### src/rtl/sckg_pkg.sv
package sckg_pkg;
    typedef enum logic [1:0] {
        S_IDLE = 2'd0,
        S_LOW  = 2'd1,
        S_HIGH = 2'd2
    } sck_state_t;
endpackage

### src/rtl/sckg_rate_reg.sv
module sckg_rate_reg #(
    parameter int RATE_W = 8
) (
    input  logic              clk,
    input  logic              rst_n,
    input  logic              wr,
    input  logic [RATE_W-1:0] wdata,
    input  logic              lock,
    output logic [RATE_W-1:0] rate_q
);
    always_ff @(posedge clk or negedge rst_n) begin
        if (!rst_n)
            rate_q <= '1;
        else if (wr && !lock)
            rate_q <= wdata;
    end

    // no update while locked
    a_r4_write_locked: assert property (@(posedge clk) disable iff (!rst_n)
        lock |=> $stable(rate_q));
endmodule

### src/rtl/sckg_half_cnt.sv
module sckg_half_cnt #(
    parameter int CNT_W = 12
) (
    input  logic             clk,
    input  logic             rst_n,
    input  logic             run,
    input  logic [CNT_W-1:0] half_len,
    output logic             tick
);
    logic [CNT_W-1:0] cnt;

    assign tick = run && (cnt == half_len - 1'b1);

    always_ff @(posedge clk or negedge rst_n) begin
        if (!rst_n)
            cnt <= '0;
        else if (!run || tick)
            cnt <= '0;
        else
            cnt <= cnt + 1'b1;
    end

    // count stays below the half-period length while running
    a_r2_cnt_bound: assert property (@(posedge clk) disable iff (!rst_n)
        run |-> (cnt < half_len));
endmodule

### src/rtl/sck_rate_gen.sv
module sck_rate_gen #(
    parameter int RATE_W = 8,
    parameter int DIV_W  = 2
) (
    input  logic              clk,
    input  logic              rst_n,
    input  logic              rate_wr,
    input  logic [RATE_W-1:0] rate_wdata,
    input  logic [DIV_W-1:0]  div_sel,
    input  logic              master_sel,
    input  logic              gen_en,
    output logic              sck_out,
    output logic              sck_active,
    output logic              half_tick,
    output logic              sck_rise,
    output logic              sck_fall
);
    import sckg_pkg::*;

    localparam int MAX_SHIFT = (1 << DIV_W) - 1;
    localparam int CNT_W     = RATE_W + 1 + MAX_SHIFT;

    sck_state_t       state, state_nx;
    logic             active;
    logic             run;
    logic             tick_w;
    logic [RATE_W-1:0] rate_q;
    logic [DIV_W-1:0]  div_q;
    logic [CNT_W-1:0]  half_len;
    logic              div_load;

    assign active   = gen_en && master_sel;
    assign run      = active && (state != S_IDLE);
    assign half_len = (CNT_W'(rate_q) + 1'b1) << div_q;
    assign div_load = (state == S_IDLE && active) || (state == S_HIGH && tick_w);

    sckg_rate_reg #(.RATE_W(RATE_W)) u_rate (
        .clk    (clk),
        .rst_n  (rst_n),
        .wr     (rate_wr),
        .wdata  (rate_wdata),
        .lock   (active),
        .rate_q (rate_q)
    );

    sckg_half_cnt #(.CNT_W(CNT_W)) u_cnt (
        .clk      (clk),
        .rst_n    (rst_n),
        .run      (run),
        .half_len (half_len),
        .tick     (tick_w)
    );

    always_ff @(posedge clk or negedge rst_n) begin
        if (!rst_n)
            div_q <= '0;
        else if (div_load)
            div_q <= div_sel;
    end

    always_comb begin
        state_nx = state;
        unique case (state)
            S_IDLE:  if (active) state_nx = S_LOW;
            S_LOW:   if (!active) state_nx = S_IDLE;
                     else if (tick_w) state_nx = S_HIGH;
            S_HIGH:  if (!active) state_nx = S_IDLE;
                     else if (tick_w) state_nx = S_LOW;
            default: state_nx = S_IDLE;
        endcase
    end

    always_ff @(posedge clk or negedge rst_n) begin
        if (!rst_n)
            state <= S_IDLE;
        else
            state <= state_nx;
    end

    always_comb begin
        sck_out    = (state == S_HIGH);
        sck_active = (state != S_IDLE);
        half_tick  = tick_w;
        sck_rise   = tick_w && (state == S_LOW);
        sck_fall   = tick_w && (state == S_HIGH);
    end

    // leaving master-enabled operation idles the generator
    a_r5_idle_quiet: assert property (@(posedge clk) disable iff (!rst_n)
        !active |=> (!sck_active && !sck_out && !half_tick));
    // a rising strobe raises the clock on the next cycle
    a_r7_rise_high: assert property (@(posedge clk) disable iff (!rst_n)
        (sck_rise && active) |=> sck_out);
    // a falling strobe lowers the clock on the next cycle
    a_r7_fall_low: assert property (@(posedge clk) disable iff (!rst_n)
        sck_fall |=> !sck_out);
    // divider select held inside the high half
    a_r6_div_hold: assert property (@(posedge clk) disable iff (!rst_n)
        (state == S_HIGH && !tick_w && active) |=> $stable(div_q));
endmodule

### config.mk
export PLATFORM = sky130hd
export DESIGN_NAME = sck_rate_gen
export DESIGN_NICKNAME = d
export VERILOG_FILES = /design/src/rtl/sckg_pkg.sv /design/src/rtl/sckg_rate_reg.sv /design/src/rtl/sckg_half_cnt.sv /design/src/rtl/sck_rate_gen.sv
export SDC_FILE = /design/constraint.sdc
export NUM_CORES = 1
export LEC_CHECK = 0
export ABC_AREA = 0
export ABC_CLOCK_PERIOD_IN_PS = 12400
export BUFFER_PORTS_ARGS = -buffer_cell sky130_fd_sc_hd__buf_2
export CORE_AREA = 2 2 94 74
export DETAILED_ROUTE_END_ITERATION = 7
export DIE_AREA = 0 0 96 76
export PLACE_DENSITY = 0.49
export SLEW_MARGIN = 20
export SYNTH_ARGS = -nofsm -noshare
export SYNTH_HDL_FRONTEND = slang
export SYNTH_SLANG_ARGS = --single-unit
### constraint.sdc
create_clock -name clk -period 12.4 [get_ports clk]
set_input_delay 2.48 -clock clk [delete_from_list [all_inputs] [get_ports clk]]
set_output_delay 2.48 -clock clk [all_outputs]
set_load 0.02 [all_outputs]
==> results.txt <==
fraction of synthesized area in multiplexers - 7.21%
Post-Synth Simple-Gate Area - 27.7%
worst hold path type - reg -> reg
Crit Path Category - reg -> out
FP Rows - 26
Detail Route Antenna Nets - 0
top-count cell post-synth - nor2_1
drt pass-1 iters - 4
final non-filler cell total - 340
post-layout power - 0.000284 W
commonest cells in the netlist - 22 x nor2_1, 20 x nand2_1, 16 x dfrtp_1, 16 x nand3_1
grt ovf - 0
clk_skew - 0.00162 ns
FF-to-FF setup slack - 8.32 ns
largest net degree at the start of global routing - 37
Final Cycle Share - 52.9%
Initial DRC Count - 81
CP arrival - 4.08 ns
hold path cells - 1
hold_sp - u_cnt.cnt[0]
cell taking the most area after synthesis - dfrtp_1
cell area after layout - 2310 sq um
Final HPWL DP - 3550 um
Max stage delay cell, worst path - dfstp_2
CP Capture Type - output pin
starting density of the core - 32.4%
Chip Width - 96 um
total setup buffers inserted after CTS - 0
critical path fanouts, max - 9
Worst setup SP type - register
Critical path buffers and inverters - 1
Post-synth EDFFs - 0
final core occ - 35.6%
Root Buffer - clkbuf_8
Post-CTS Resized - 0
Final #Nets - 275
antenna diode count - 0
required time worst endpoint - 9.92 ns
Post-Syn Instances - 249
# setup viols final - 0
gpl congestion - 0.817
io pins - 20
Worst Hold Path EP - u_cnt.cnt[0]
Post-Synth Adder-Cell Area - 1.79%
maximum vdd drop - 0.0000498 V
post-placement cell area - 2230 sq um
CTS Buf Count - 3
Worst slew margin - 56.6%
Synth Flop Type - dfrtp_1
Fmax - 152 MHz
TritonCTS clock tree - built
Syn Nets - 267
routed vias/inst - 5.41
DR WL/cell - 14.0 um
number of global-route vias before repair - 1,676
R2R Path Start - u_rate.rate_q[0]
Pins Over Slew Limit - 0
RSZ-0062 raised after global routing - no
reg2reg path depth - 11
Synth Register Bits - 24
die area - 7300 sq um
Max-cap violations - 0
Port Buffer Count - 19
setup TNS - 0 ns
asr flop ratio synth - 100%
Syn. warnings - 0
CTS max path bufs - 2
LEAKAGE - 0.922 nW
RR Endpoint - div_q[1]
status - completed
layout cells sized above 1 - 18.4%
CP Depth - 11
Synth-to-Final Area Change - 9.83%
Syn Std Cell Area - 2100 sq um
DR vias - 1,838
CP max stage delay - 0.62 ns
CP Cell Sequence - ha_1, xnor2_1, mux2i_1, a222oi_1, and3_1, xnor3_1, or4_4, nor4_2, o211ai_2, nor4b_1, buf_2
sequential fraction of the synthesis area - 29.1%
core area - 6470 sq um
PD cells - 123 nW/um^2
fin crit period - 6.56 ns
Reg clk slew, reported paths - 0.09 ns
clk sink count - 24
worst skew pair latency - 0.27 ns
Synth top area share - 19.1%
Routed WL - 4760 um
synth unique cells - 59
final hold vios - 0
# hold bufs at CTS - 0
slew of the pin with the lowest slew margin - 0.651 ns
dominant cells by area after synthesis - dfrtp_1 19%, dfstp_2 10%, xnor2_1 5.8%
main combinational cell family by area after synthesis - simple AND/OR/NAND/NOR gates
initial antenna violation count - 0
synthesized area per cell - 8.43 sq um
Die Y-Extent - 76 um
xor/xnor cell area share of the yosys netlist - 12.8%
CTS H-tree lvls - 1
Post-Place Cells - 336
first-pass GRT wire length - 8310 um
crit-path leading delay family - simple AND/OR/NAND/NOR gates
gr usage total - 14.1%
complex-gate fraction of the synthesized area - 16.9%
DRC viols - 0
==> registers in the layout, summed over array words and instances (netlist names) <==
register / count
state: 2
u_cnt.cnt: 12
div_q: 2
u_rate.rate_q: 8
==> routing by layer <==
layer  up-vias  part of all wire [%]  global-route usage, %
li1        932                     -                      -
met4         0                  0.48                   2.14
met3         2                   4.1                   2.67
met1       868                    55                   23.4
met5         -                     0                      0
met2        36                    40                   19.0
==> placed cells by master, fill, tap and decap left out, drive strengths merged, types with 2 or more instances in the layout <==
master / n
and4: 2
or2: 2
nand3b: 2
nor4b: 2
a31oi: 3
mux2: 9
a22oi: 2
nor3: 5
o211a: 2
or3: 2
and3: 7
a21o: 2
a32oi: 2
dfstp: 8
a21oi: 13
ha: 3
clkbuf: 3
buf: 19
nor2b: 5
nand4: 4
o31ai: 2
mux2i: 5
xor2: 14
o21ai: 4
nand2: 20
a221oi: 2
and4b: 2
nor4: 7
or4: 2
nor2: 22
xnor2: 14
and2: 2
dfrtp: 16
a2111oi: 2
a211oi: 3
nand3: 17
inv: 7
==> how the worst max path moves through the flow <==
| stage | start | endpoint | slack [ns] |
|---|---|---|---|
| after floorplan | u_rate.rate_q[4] | sck_fall | 6.09 |
| after global routing | u_rate.rate_q[0] | sck_fall | 5.47 |
| final | u_rate.rate_q[0] | sck_fall | 5.84 |
| after CTS | div_q[1] | sck_fall | 5.72 |
| after global placement | div_q[1] | sck_fall | 6.08 |
| after detailed placement | div_q[1] | sck_fall | 6.05 |
==> worst reg2reg max path, cell delays in order, from the launching register on <==
cell and delay, ns:
dfstp_2 0.62, ha_1 0.27, xnor2_1 0.18, mux2i_1 0.13, a222oi_1 0.53, and3_1 0.37
xnor3_1 0.24, or4_4 0.41, nor4_2 0.30, o211ai_2 0.24, a211oi_2 0.33, mux2_1 0.35
==> stage by stage <==
step                setup slack (ns)  hold slack (ns)
floorplan                       6.09            0.484
global placement                6.08            0.511
detailed placement              6.05            0.519
CTS                             5.72            0.535
global route                    5.47            0.584
finish                          5.84            0.532
==> area by class of cell <==
class                      count  area (sq um)
multi-input combinational    201          1390
tap                           84           105
clock buffer                   3          41.3
inverter                       8          30.0
sequential                    24           612
clock inverter                 1          30.0
timing repair buffer          19          95.1
fill                         672          4170
==> power by group <==
group | leakage, nW | switching (W) | internal (W) | total, W
logic | 0.586 | 0.0000591 | 0.0000487 | 0.000108
registers | 0.301 | 0.0000190 | 0.0000860 | 0.000105
clock network | 0.0357 | 0.0000285 | 0.0000432 | 0.0000717
==> logic make-up (layout without fill, tap and decap cells) <==
| family | after synthesis | after routing |
|---|---|---|
| simple gates | 107 | 107 |
| compound gates | 48 | 48 |
| xor+xnor | 29 | 29 |
| flops | 24 | 24 |
| buf+inv | 24 | 31 |
| mux | 14 | 14 |
| fa+ha+maj | 3 | 3 |
No activity file was read; power rests on OpenSTA's default activity.
